### src/rtl/prefixAdderPkg.sv
package prefixAdderPkg;

  typedef enum int {
    TOPO_RIPPLE = 0,
    TOPO_DENSE  = 1,
    TOPO_SPARSE = 2
  } topo_e;

  // one-hot selection of the carry network, decoded from the parameter
  typedef struct packed {
    logic useRipple;
    logic useDense;
    logic useSparse;
  } netSel_t;

  function automatic netSel_t decodeTopo(input int topo);
    netSel_t sel;
    sel.useRipple = (topo == TOPO_RIPPLE);
    sel.useDense  = (topo == TOPO_DENSE);
    sel.useSparse = (topo == TOPO_SPARSE);
    return sel;
  endfunction

  function automatic int levelsFor(input int w);
    return (w <= 1) ? 0 : $clog2(w);
  endfunction

endpackage

### src/rtl/pgGen.sv
module pgGen #(
  parameter int W = 16
) (
  input  logic [W-1:0] a,
  input  logic [W-1:0] b,
  output logic [W-1:0] p,
  output logic [W-1:0] g
);
  for (genvar i = 0; i < W; i++) begin : gBit
    assign p[i] = a[i] ^ b[i];
    assign g[i] = a[i] & b[i];
  end
endmodule

### src/rtl/rippleNet.sv
module rippleNet #(
  parameter int W = 16
) (
  input  logic [W-1:0] p,
  input  logic [W-1:0] g,
  output logic [W-1:0] gOut
);
  // majority(a, b, c) rewritten as g | (p & c); the carry into bit 0 is zero
  for (genvar i = 0; i < W; i++) begin : gBit
    logic co;
    if (i == 0) begin : gFirst
      assign co = g[i];
    end else begin : gNext
      assign co = g[i] | (p[i] & gBit[i-1].co);
    end
    assign gOut[i] = co;
  end
endmodule

### src/rtl/denseNet.sv
module denseNet #(
  parameter int W = 16
) (
  input  logic [W-1:0] p,
  input  logic [W-1:0] g,
  output logic [W-1:0] gOut
);
  import prefixAdderPkg::*;
  localparam int NS = levelsFor(W);

  if (NS == 0) begin : gNone
    assign gOut = g;
  end else begin : gTree
    logic [W-1:0] pL [0:NS-1];
    logic [W-1:0] gL [0:NS];
    assign pL[0] = p;
    assign gL[0] = g;
    for (genvar s = 0; s < NS; s++) begin : gLvl
      localparam int ST = 1 << s;
      for (genvar i = 0; i < W; i++) begin : gNode
        if (i >= ST) begin : gComb
          assign gL[s+1][i] = gL[s][i] | (pL[s][i] & gL[s][i-ST]);
          if (s < NS - 1) begin : gP
            assign pL[s+1][i] = pL[s][i] & pL[s][i-ST];
          end
        end else begin : gPass
          assign gL[s+1][i] = gL[s][i];
          if (s < NS - 1) begin : gP
            assign pL[s+1][i] = pL[s][i];
          end
        end
      end
    end
    assign gOut = gL[NS];
  end
endmodule

### src/rtl/sparseNet.sv
module sparseNet #(
  parameter int W = 16
) (
  input  logic [W-1:0] p,
  input  logic [W-1:0] g,
  output logic [W-1:0] gOut
);
  import prefixAdderPkg::*;
  localparam int FS = levelsFor(W);
  localparam int NS = 2 * FS;

  if (NS == 0) begin : gNone
    assign gOut = g;
  end else begin : gTree
    logic [W-1:0] pL [0:NS-1];
    logic [W-1:0] gL [0:NS];
    assign pL[0] = p;
    assign gL[0] = g;
    for (genvar k = 0; k < NS; k++) begin : gLvl
      // upward sweep: stride 1,2,4..; downward sweep: stride halves to 1
      localparam bit FWD   = (k < FS);
      localparam int ST    = FWD ? (1 << k) : (1 << (NS - 1 - k));
      localparam int FIRST = FWD ? (2 * ST - 1) : (3 * ST - 1);
      for (genvar i = 0; i < W; i++) begin : gNode
        if (i >= FIRST && ((i - FIRST) % (2 * ST)) == 0) begin : gComb
          assign gL[k+1][i] = gL[k][i] | (pL[k][i] & gL[k][i-ST]);
          if (k < NS - 1) begin : gP
            assign pL[k+1][i] = pL[k][i] & pL[k][i-ST];
          end
        end else begin : gPass
          assign gL[k+1][i] = gL[k][i];
          if (k < NS - 1) begin : gP
            assign pL[k+1][i] = pL[k][i];
          end
        end
      end
    end
    assign gOut = gL[NS];
  end
endmodule

### src/rtl/sumForm.sv
module sumForm #(
  parameter int W = 16
) (
  input  logic [W-1:0] p,
  input  logic [W-1:0] cInto,
  output logic [W-1:0] sum
);
  assign sum = p ^ cInto;
endmodule

### src/rtl/prefixAdder.sv
module prefixAdder #(
  parameter int WIDTH    = 16,
  parameter int TOPOLOGY = 1
) (
  input  logic [WIDTH-1:0] a,
  input  logic [WIDTH-1:0] b,
  output logic [WIDTH-1:0] sum
);
  import prefixAdderPkg::*;
  localparam netSel_t SEL = decodeTopo(TOPOLOGY);

  logic [WIDTH-1:0] p;
  logic [WIDTH-1:0] g;
  logic [WIDTH-1:0] gPre;
  logic [WIDTH-1:0] cInto;

  pgGen #(.W(WIDTH)) u_pg (.a(a), .b(b), .p(p), .g(g));

  if (SEL.useRipple) begin : gRipple
    rippleNet #(.W(WIDTH)) u_net (.p(p), .g(g), .gOut(gPre));
  end else if (SEL.useSparse) begin : gSparse
    sparseNet #(.W(WIDTH)) u_net (.p(p), .g(g), .gOut(gPre));
  end else begin : gDense
    denseNet #(.W(WIDTH)) u_net (.p(p), .g(g), .gOut(gPre));
  end

  if (WIDTH == 1) begin : gOne
    assign cInto = 1'b0;
  end else begin : gMany
    assign cInto = {gPre[WIDTH-2:0], 1'b0};
  end

  sumForm #(.W(WIDTH)) u_sum (.p(p), .cInto(cInto), .sum(sum));
endmodule

### config.mk
export PLATFORM = sky130hd
export DESIGN_NAME = prefixAdder
export DESIGN_NICKNAME = d
export VERILOG_FILES = /design/src/rtl/prefixAdderPkg.sv /design/src/rtl/pgGen.sv /design/src/rtl/rippleNet.sv /design/src/rtl/denseNet.sv /design/src/rtl/sparseNet.sv /design/src/rtl/sumForm.sv /design/src/rtl/prefixAdder.sv
export SDC_FILE = /design/constraint.sdc
export NUM_CORES = 1
export LEC_CHECK = 0
export BUFFER_PORTS_ARGS = -buffer_cell sky130_fd_sc_hd__buf_4
export CAP_MARGIN = 25
export CORE_MARGIN = 3
export CORE_UTILIZATION = 47
export DETAILED_ROUTE_END_ITERATION = 12
export GPL_TIMING_DRIVEN = 0
export PLACE_DENSITY = 0.89
export SYNTH_ARGS = -nofsm -noshare
export SYNTH_HDL_FRONTEND = slang
export SYNTH_SLANG_ARGS = --single-unit
### constraint.sdc
create_clock -name vclk -period 2.5
set_input_delay 0.25 -clock vclk [all_inputs]
set_output_delay 0.25 -clock vclk [all_outputs]
set_load 0.1 [all_outputs]
Word-level counts from Yosys, hierarchy flattened

Cells that the tools add are included.

Output and inout port bits: 16
Bits in registers: 0
Input port bits: 32
Logic and storage cells: 153

Bitwise logic cells: 153

Operator list:

| cell           | count |
|---|---|
| $and 1x1->1    | 91 |
| $or 1x1->1     | 45 |
| $xor 1x1->1    | 16 |
| $xor 16x16->16 | 1 |

Depth between registers and ports, before layout

Gate-level depths: netlist of the first run.

Word-level depth: 9
Mapped depth: 8
Depth with buffers taken out: 8

Cells and area by module

A second synthesis of the first run with hierarchy kept.

Cells, all modules: 86
Area, all modules: 684.4 um^2

Modules (own cells, without submodules):

| module      | area an instance (um^2) | cells an instance | times used | seq. area each (um^2) |
|---|---|---|---|---|
| denseNet    | 340.3                   | 53                | 1          | 0.0 |
| pgGen       | 200.2                   | 16                | 1          | 0.0 |
| sumForm     | 140.1                   | 16                | 1          | 0.0 |
| prefixAdder | 3.8                     | 1                 | 1          | 0.0 |

Least setup slack after synthesis of the first run

OpenSTA, ideal clock, no wires.

Kind: input to output
Start point: input port a[4]
End point: output port sum[13]
Required time: 2.250 ns
Setup slack: -1.397 ns
Arrival time: 3.647 ns
Cell stages on the path: 6
Path buffers: 0
Cell sequence: ha_1 a21o_1 a31oi_2 and2_4 o311a_1 a311oi_1

Cells in the longest elaborated chain, start to end: 8
Elaborated cells between the ends (all ways): 13
Those cells by class: bitwise: 13

RTL lines:

| item                                      | line                           | RTL |
|---|---|---|
| from (decl)                               | prefixAdder.sv:5               | `input logic [WIDTH-1:0] a,` |
| $xor 1x1->1                               | pgGen.sv:10                    | `assign p[i] = a[i] ^ b[i];` |
| $and 1x1->1 (on tied branches)            | denseNet.sv:22, denseNet.sv:24 |  |
| $or 1x1->1, or another cell as far along  | denseNet.sv:22                 | `assign gL[s+1][i] = gL[s][i] \| (pL[s][i] & gL[s][i-ST]);` |
| $or 1x1->1 or $and 1x1->1 (tied branches) | denseNet.sv:22                 |  |
| $or 1x1->1 *                              | denseNet.sv:22                 |  |
| $and 1x1->1 *                             | denseNet.sv:22                 |  |
| $or 1x1->1 *                              | denseNet.sv:22                 |  |
| $xor 16x16->16 *                          | sumForm.sv:8                   | `assign sum = p ^ cInto;` |
| to (decl)                                 | prefixAdder.sv:7               | `output logic [WIDTH-1:0] sum` |

Mark *: on every way between the ends. The rest lies on a longest branch, timed or not.

Final worst setup path of the first run

Start point: input port b[0]
End point: output port sum[14]

Cells in the longest elaborated chain, start to end: 8

RTL lines:

| item           | line             | RTL |
|---|---|---|
| from (decl)    | prefixAdder.sv:6 | `input logic [WIDTH-1:0] b,` |
| $and 1x1->1    | pgGen.sv:11      | `assign g[i] = a[i] & b[i];` |
| $and 1x1->1    | denseNet.sv:22   |  |
| $or 1x1->1     | denseNet.sv:22   |  |
| $and 1x1->1    | denseNet.sv:22   |  |
| $or 1x1->1     | denseNet.sv:22   |  |
| $and 1x1->1    | denseNet.sv:22   |  |
| $or 1x1->1     | denseNet.sv:22   |  |
| $xor 16x16->16 | sumForm.sv:8     |  |

Every way passes these cells.

==> metrics.md, run 1 <==
| Metric | Value |
|---|---|
| Status | complete, but fails checks |
| Failing checks | negative setup slack |
| Crit Path Category | input pin to primary output |
| Leak Pwr | about 0.00070 µW |
| Post-route DRC | 0 |
| Final hold violation count | 0 |
| Final antenna-violating net count | 0 |
| DP Area | 1330 µm² |
| Nets | 219 |
| Sequential cell area | 0 µm² |
| Initial antenna violation count | 0 |
| Cell count after placement | 191 |
| CP Max Fanout | 3 |
| Total Power | 865 µW |
| Synth Instances | about 120 |
| Ant diodes | 0 |
| RSZ-0062 raised after global routing | yes |
| Max Fclk | 385 MHz |
| Worst slew pin tran | 0.450 ns |
| Initial DRC count | 60 |
| CP max stage cell | a311o_2 |
| Clock Power Share | 0% |
| Net Switching | 601 µW |
| PortBufs | 48 |
| Top cells by count, synth | 15 x ha_1, 11 x a21oi_1, 11 x nor2_1, 10 x nand2_1, 9 x inv_1 |
| Synth Cell Area | 850 µm² |
| Worst min path class | input pin to primary output |
| Largest area contributor in the netlist | ha_1 |
| Fin crit share | 104% |
| Die Wd | 48.5 µm |
| Global-route wire length before repair | about 4.6 mm |
| Drt first pass iters | 4 |
| Avg WL per Cell | 20.0 µm |
| Part of the power in combinational logic | 100.0% |
| WP data required | 2.25 ns |
| Post-synthesis sequential area ratio | 0% |
| Post-Layout Cell Count | 193 |
| Drt total wl | roughly 3.9 mm |
| Num rows | 14 |
| Die footprint | 2350 µm² |
| Io pins | 48 |
| Max-Cap Viols | 0 |
| Starting Density | approximately 53% |
| Total number of vias | 1251 |
| Fin crit period | 2.60 ns |
| Share of layout cells above drive strength 1 | about half |
| CORE AREA | between 1500 and 2000 µm² |
| Sequential share of power | 0% |
| Finished Cell Area | 1490 µm² |
| Most frequent cell after synthesis | ha_1 |
| Synth cell types | 37 |
| Internal power | roughly 260 µW |
| Startpoint Class | input pin |
| Final setup viols | 3 |
| Sw Share | approximately 69% |
| Die Ht | 48.5 µm |
| VDD IR max | 0.574 mV |
| Crit path cell chain | buf_6 > ha_4 > inv_2 > fa_2 > and2b_2 > o2111ai_4 > a211oi_4 > nor2_4 > a311o_2 > buf_12 |
| Area contributors post-synth | ha_1 22%, xnor2_1 8.2%, a21oi_1 6.5%, nor2_1 4.9%, a21o_1 4.4% |
| Share of the synthesized area in the top cell type | 22.1% |
| Avg Cell Area, Syn | 7.14 µm² |
| Final slew viol count | 0 |
| Setup ws final | -0.0978 ns |
| Largest net degree at the start of global routing | 10 |
| Vias in the first global route | 1074 |
| Yosys warnings | 0 |
| Final-layout clock buffer total | 0 |
| Crit. End Element | primary output |
| Critical Path AT | around 2.4 ns |
| Relative slew margins | 69.9% |
| Seq Cell Count | 0 |
| Final TNS setup | -0.135 ns |
| PD cells | approximately 580 nW/µm² |
| Final Util | 93.3% |
| CP max stage delay | 0.43 ns |
| DP HPWL | approximately 2.2 mm |
| Vias per inst | 6.48 |
| GRT Util Overall | 22.9% |
| Remaining Overflow, GRT | 0 |
| Placer Congestion | about 0.8 |
| Post-synth net total | 167 |
| Area Growth Syn to Fin | 75.1% |
[cells by family after synthesis]
group / synth area share [%]
and+or+nand+nor: 24.9
AOI/OAI and AO/OA: 35.6
adders and majority gates: 24.4
buffers and inverters: 5.45
xor gates and xnor gates: 8.25
muxes: 1.33
[power by group through the flow]
| stage | clock network [µW] | registers (µW) | logic, µW |
|---|---|---|---|
| after floorplan | 0 | 0 | 610 |
| after global placement | 0 | 0 | 749 |
| after detailed placement | 0 | 0 | 762 |
| after CTS | 0 | 0 | 797 |
| after global routing | 0 | 0 | 893 |
| final | 0 | 0 | 865 |
[critical path: cells and delay by family]
family,cells,cell delay [ns]
adder cells (fa/ha/maj),2,0.48
AND/OR/NAND/NOR,2,0.33
AO/OA/AOI/OAI,3,0.99
buffers and inverters,3,0.29
[through the flow]
stage | hold WS [ns] | setup slack (ns)
3_3_place_gp | 0.962 | -0.236
6_report | 0.970 | -0.0978
4_1_cts | 0.969 | -0.0645
3_5_place_dp | 0.968 | -0.268
2_1_floorplan | 1.04 | -0.485
5_1_grt | 0.973 | -0.114
[area by class of cell]
class              instances  area, µm²
multi-input cells        107        973
repair buffers            52        445
fillers                   56        106
plain buffers              1       5.00
well taps                 24       30.0
inverters                  9       33.8
[metal layers]
| metal | global-route usage, % | part of all wire [%] | vias to the layer above |
|---|---|---|---|
| li1 | - | - | 554 |
| met1 | 25.7 | 36 | 584 |
| met2 | 47.0 | 53 | 99 |
| met3 | 2.76 | 7.0 | 14 |
| met4 | 1.42 | 3.0 | 0 |
| met5 | 0 | 0 | - |
[timing repair]
item                                    in CTS  in global routing
pin swaps                                    5                  8
endpoints found under the setup margin       6                  6
endpoints found under the hold margin        0                  0
gates resized for setup                     12                 19
setup buffers                                1                  3
hold buffers                                 0                  0
[final timing paths]
path,to,startpoint,cells past startpoint
worst min-delay path,sum[0],a[0],3
worst max-delay path,sum[14],b[0],10
[layout by cell type, fill, tap and decap left out, drive strengths merged]
cell      n
fa        1
a311o     2
o2111ai   2
a2111oi   1
o21ai     4
or4       2
nand2    10
or4b      1
xnor2     8
and2b     1
o211ai    3
a311oi    2
ha       15
a31oi     1
nand2b    3
mux2      1
o21a      2
nor3      2
nand4     3
o311a     1
inv       9
o31ai     1
buf      53
nand3     5
nor2     11
a21o      5
nor2b     1
and2      1
a211oi    2
and3      2
o221ai    1
a21oi    13
Power figures use the tool's default switching activity.
==> run 2: changes to the inputs <==
- SETUP_SLACK_MARGIN: unset -> 0.02
==> run 2 against run 1 <==
The flow now finishes without violations; global-route usage is 8.0 points higher; wire length grew 9.3%; worst hold slack improved by 0.0021 ns; via count is 5.4% higher; count of clock-buffer cells in the layout stayed put; setup slack gained 0.11 ns; core utilization is 1.3 points higher; critical path depth is 1 higher; flip-flop and latch count unchanged; largest power group unchanged; highest routed layer unchanged.
==> metrics.md, run 2 (synthesis results as in run 1) <==
| Metric | Value |
|---|---|
| Placer Congestion | 0.841 |
| Initial antenna violation count | 0 |
| Sequential share of power | 0% |
| Max-Cap Viols | 0 |
| Crit. End Element | primary output |
| Post-Layout Cell Count | 194 |
| Seq Cell Count | 0 |
| Sequential cell area | 0 µm² |
| Setup ws final | approximately 0.015 ns |
| Die Wd | 48.5 µm |
| Leak Pwr | ~0.00071 µW |
| Worst slew pin tran | 0.477 ns |
| Final hold violation count | 0 |
| RSZ-0062 raised after global routing | yes |
| Remaining Overflow, GRT | 0 |
| Final antenna-violating net count | 0 |
| Max Fclk | 402 MHz |
| Final slew viol count | 0 |
| Final-layout clock buffer total | 0 |
| PortBufs | 48 |
| Clock Power Share | 0% |
| Commonest non-fill, non-tap cell in the layout | buf_4 |
| Fin crit share | between 90% and 100% |
| Worst min path class | input pin to primary output |
| GRT Util Overall | 30.8% |
| Total Power | 887 µW |
| Avg WL per Cell | 21.7 µm |
| Post-route DRC | 0 |
| Finished Cell Area | between 1500 and 2000 µm² |
| Num rows | 14 |
| Global-route wire length before repair | between 5 and 6 mm |
| Fin crit period | 2.49 ns |
| Critical Path AT | 2.24 ns |
| Final setup viols | 0 |
| Die Ht | 48.5 µm |
| Most frequent cells in the layout | 45 x buf_4, 10 x nand2_1, 10 x a21oi_1, 10 x ha_1, 9 x nor2_1 |
| Nets | 220 |
| Sw Share | 68.8% |
| DP Area | 1330 µm² |
| Status | finished, final reports clean |
| Vias in the first global route | 1242 |
| Drt first pass iters | 5 |
| Largest net degree at the start of global routing | 10 |
| Cts hold-fix bufs | 0 |
| Internal power | 277 µW |
| CP max stage cell | or4_4 |
| Net Switching | 610 µW |
| Relative slew margins | 68.0% |
| Total number of vias | approximately 1300 |
| Pre-CTS WS | -0.228 ns |
| CORE AREA | 1590 µm² |
| Ant diodes | 0 |
| Io pins | 48 |
| Initial DRC count | 75 |
| VDD IR max | ~0.5 mV |
| Startpoint Class | input pin |
| CP max stage delay | 0.44 ns |
| Die footprint | about 2400 µm² |
| Share of layout cells above drive strength 1 | 50.6% |
| DP HPWL | ~2.2 mm |
| PD cells | 588 nW/µm² |
| Drt total wl | 4.21 mm |
| Area Growth Syn to Fin | 77.5% |
| Crit Path Category | input pin to primary output |
| CP Max Fanout | 3 |
| WP data required | 2.25 ns |
| Starting Density | 53.3% |
| Final TNS setup | 0 ns |
| Crit path cell chain | buf_6 > ha_4 > inv_2 > fa_2 > and2b_2 > o2111ai_4 > a211oi_4 > buf_4 > or4_4 > nand3_4 > buf_12 |
| Part of the power in combinational logic | 100.0% |
| Vias per inst | 6.80 |
| Cell count after placement | 191 |
-- run 2: layout make-up --
cell class,instances,area (µm²)
Timing Repair Buffer,53,467
Fill cell,46,86.3
Tap cell,24,30.0
Inverter,9,33.8
Multi-Input combinational cell,107,972
Buffer,1,5.00
-- run 2: what timing repair did --
action,in CTS,in global routing
buffers inserted,5,0
pin swaps,7,6
endpoints found under the setup margin,5,7
gates resized for setup,18,16
endpoints found under the hold margin,0,0
-- run 2: worst max-delay path: cells and delay by family --
| kind | cells | cell delay, ns |
|---|---|---|
| AOI/OAI and AO/OA | 2 | 0.35 |
| adders and majority gates | 2 | 0.35 |
| buffers and inverters | 4 | 0.49 |
| and+or+nand+nor | 3 | 0.80 |
-- run 2: final timing paths --
kind	startpoint	to	slack, ns	cells after the start
max	a[0]	sum[12]	0.01	11
min	b[0]	sum[0]	0.97	3
-- run 2: power groups by stage --
stage / sequential (µW) / clock [µW] / combinational (µW)
after floorplan: 0 / 0 / 610
after global placement: 0 / 0 / 749
after detailed placement: 0 / 0 / 763
after CTS: 0 / 0 / 812
after global routing: 0 / 0 / 912
final: 0 / 0 / 887
-- run 2: stage by stage --
step | hold WS, ns | util [%]
2_1_floorplan | 1.04 | -
3_3_place_gp | 0.961 | 83.5
3_5_place_dp | 0.973 | 83.5
4_1_cts | 0.960 | 90.2
5_1_grt | 0.982 | 94.6
6_report | 0.972 | 94.6
-- run 2: routing by layer --
metal  vias to the layer above  global-route usage, %  routed length, µm
li1                        559                      -                  -
met1                       610                   31.0               1430
met2                       114                   61.0               2120
met3                        36                   3.99                365
met4                         0                   15.6                300
met5                         -                      0                  0
==> run 3: changes to the inputs <==
- ABC_AREA: unset -> 1
- CORE_UTILIZATION: 47 -> 49
- clock period: 2.5 -> 2.6 ns (I/O delays scaled with it)
==> run 3 against run 2 <==
Design area fell by 9.1%; setup slack improved by 0.42 ns; first-iteration DRC count decreased by 75%; global-route usage is 9.3 points lower; die area rose by 4.7%; cell count rose by 32%; flip-flop and latch count unchanged; largest cell class unchanged; largest power group unchanged.
==> metrics.md, run 3 <==
| Metric | Value |
|---|---|
| Post-CTS Resized | 0 |
| Synth Instances | 183 |
| PD cells | 504 nW/µm² |
| Fin crit share | 83.4% |
| Post-route DRC | 0 |
| Die Ht | ~50 µm |
| Cts hold-fix bufs | 0 |
| Startpoint Class | input pin |
| PortBufs | 48 |
| Initial DRC count | 19 |
| Status | finished, final reports clean |
| Most frequent cells in the layout | 77 x nand2_1, 48 x buf_4, 41 x inv_1 |
| Die Wd | slightly below 50 µm |
| Avg WL per Cell | 10.6 µm |
| Share of layout cells above drive strength 1 | 28.1% |
| DP Area | 1370 µm² |
| Die footprint | 2460 µm² |
| Post-synth net total | 231 |
| Clock Power Share | 0% |
| Initial antenna violation count | 0 |
| Crit. End Element | primary output |
| Share of the synthesized area in the top cell type | 31.0% |
| Total number of vias | 1224 |
| Final-layout clock buffer total | 0 |
| Io pins | 48 |
| Sequential cell area | 0 µm² |
| Layout filler cell count | between 150 and 200 |
| Net Switching | 516 µW |
| Critical Path AT | 1.91 ns |
| Avg Cell Area, Syn | 5.10 µm² |
| Area contributors post-synth | nand2_1 31%, ha_1 20%, inv_1 16%, nand3_1 5.9%, xor2_1 4.7% |
| Sw Share | about three quarters |
| Final TNS setup | 0 ns |
| Top cells by count, synth | 77 x nand2_1, 41 x inv_1, 15 x ha_1, 11 x nand3_1 |
| Num rows | 15 |
| Fin crit period | 2.17 ns |
| Starting Density | between 50% and 60% |
| Worst slew pin tran | 0.289 ns |
| Finished Cell Area | between 1000 and 1500 µm² |
| Internal power | 174 µW |
| Largest area contributor in the netlist | nand2_1 |
| Seq Cell Count | 0 |
| Final hold violation count | 0 |
| Max-Cap Viols | 0 |
| Final setup viols | 0 |
| Yosys warnings | 0 |
| Pre-CTS WS | between 0.4 and 0.5 ns |
| Final antenna-violating net count | 0 |
| Synth Cell Area | 933 µm² |
| Post-CTS Setup Repair Bufs | 0 |
| RSZ-0062 raised after global routing | no |
| DP HPWL | 2.46 mm |
| Worst min path class | input pin to primary output |
| Drt first pass iters | 4 |
| Max Fclk | roughly 460 MHz |
| Part of the power in combinational logic | 100.0% |
| Sequential share of power | 0% |
| VDD IR max | 0.377 mV |
| Global-route wire length before repair | 4.38 mm |
| Total Power | 690 µW |
| WP data required | 2.34 ns |
| Area Growth Syn to Fin | 46.8% |
| Largest net degree at the start of global routing | 6 |
| Placer Congestion | 0.862 |
| Setup ws final | 0.432 ns |
| Final slew viol count | 0 |
| Drt total wl | approximately 2.7 mm |
| Ant diodes | 0 |
| Leak Pwr | 0.000910 µW |
| Vias in the first global route | 1154 |
| Crit Path Category | input pin to primary output |
| Post-synthesis sequential area ratio | 0% |
| GRT Util Overall | 21.6% |
| Nets | 281 |
| CP Max Fanout | 3 |
| Remaining Overflow, GRT | 0 |
| Synth cell types | 15 |
| CORE AREA | roughly 1800 µm² |
| Commonest non-fill, non-tap cell in the layout | nand2_1 |
| Most frequent cell after synthesis | nand2_1 |
| Relative slew margins | around 80% |
| Vias per inst | about 4.8 |
[run 3: cell count changes after synthesis, moves of 5 or more]
cell / change
nand2_1: +67
inv_1: +32
nand3_1: +6
a21o_1: -5
xnor2_1: -5
xor2_1: +5
[run 3: power by group through the flow]
stage               Clock [µW]  Combinational [µW]  Sequential, µW
CTS                          0                 690               0
detailed placement           0                 689               0
finish                       0                 690               0
global placement             0                 675               0
floorplan                    0                 540               0
global route                 0                 728               0
[run 3: layout make-up]
type / instances / area [µm²] / share of cell area, %
Multi-Input combinational cell: 138 / 810 / 59.1
Tap cell: 25 / 31.3 / 2.28
Inverter: 45 / 169 / 12.3
Timing Repair Buffer: 48 / 360 / 26.3
[run 3: worst max-delay path: stages]
cell,delay (ns)
buf_4,0.08
ha_1,0.15
inv_1,0.05
fa_1,0.42
inv_1,0.12
nand3_1,0.08
nand3_1,0.16
nand3_1,0.11
nand3_1,0.09
nand2_1,0.06
nand2_1,0.05
buf_4,0.28
[run 3: cell families (layout without fill, tap and decap cells)]
kind of cell,after synthesis,in the layout,share of synthesized area [%]
xor gates and xnor gates,8,8,7.51
buffers and inverters,45,93,18.1
and+or+nand+nor,106,106,47.9
adders and majority gates,16,16,22.3
AOI/OAI and AO/OA,8,8,4.29
[run 3: per-layer routing]
metal  track usage, %  vias to the layer above  share of wire, %  wire length [µm]
met3            0.302                        6               3.1                83
met1             23.4                      546                42              1140
met4             5.07                        0               1.5                40
met5                0                        -                 0                 0
li1                 -                      645                 -                 -
met2             44.7                       27                53              1450
[run 3: stage by stage]
stage	instances	util, %	hold slack, ns
after global placement	256	77.7	0.981
after floorplan	183	-	1.06
after detailed placement	256	77.7	0.987
after CTS	256	77.7	0.987
after global routing	256	77.7	1.01
final	256	77.7	0.983
[run 3: path summary, 6_finish.rpt]
check / start / to / slack, ns / cells past startpoint
setup / recovery: a[0] / sum[12] / 0.43 / 12
hold / removal: b[0] / sum[0] / 0.98 / 3
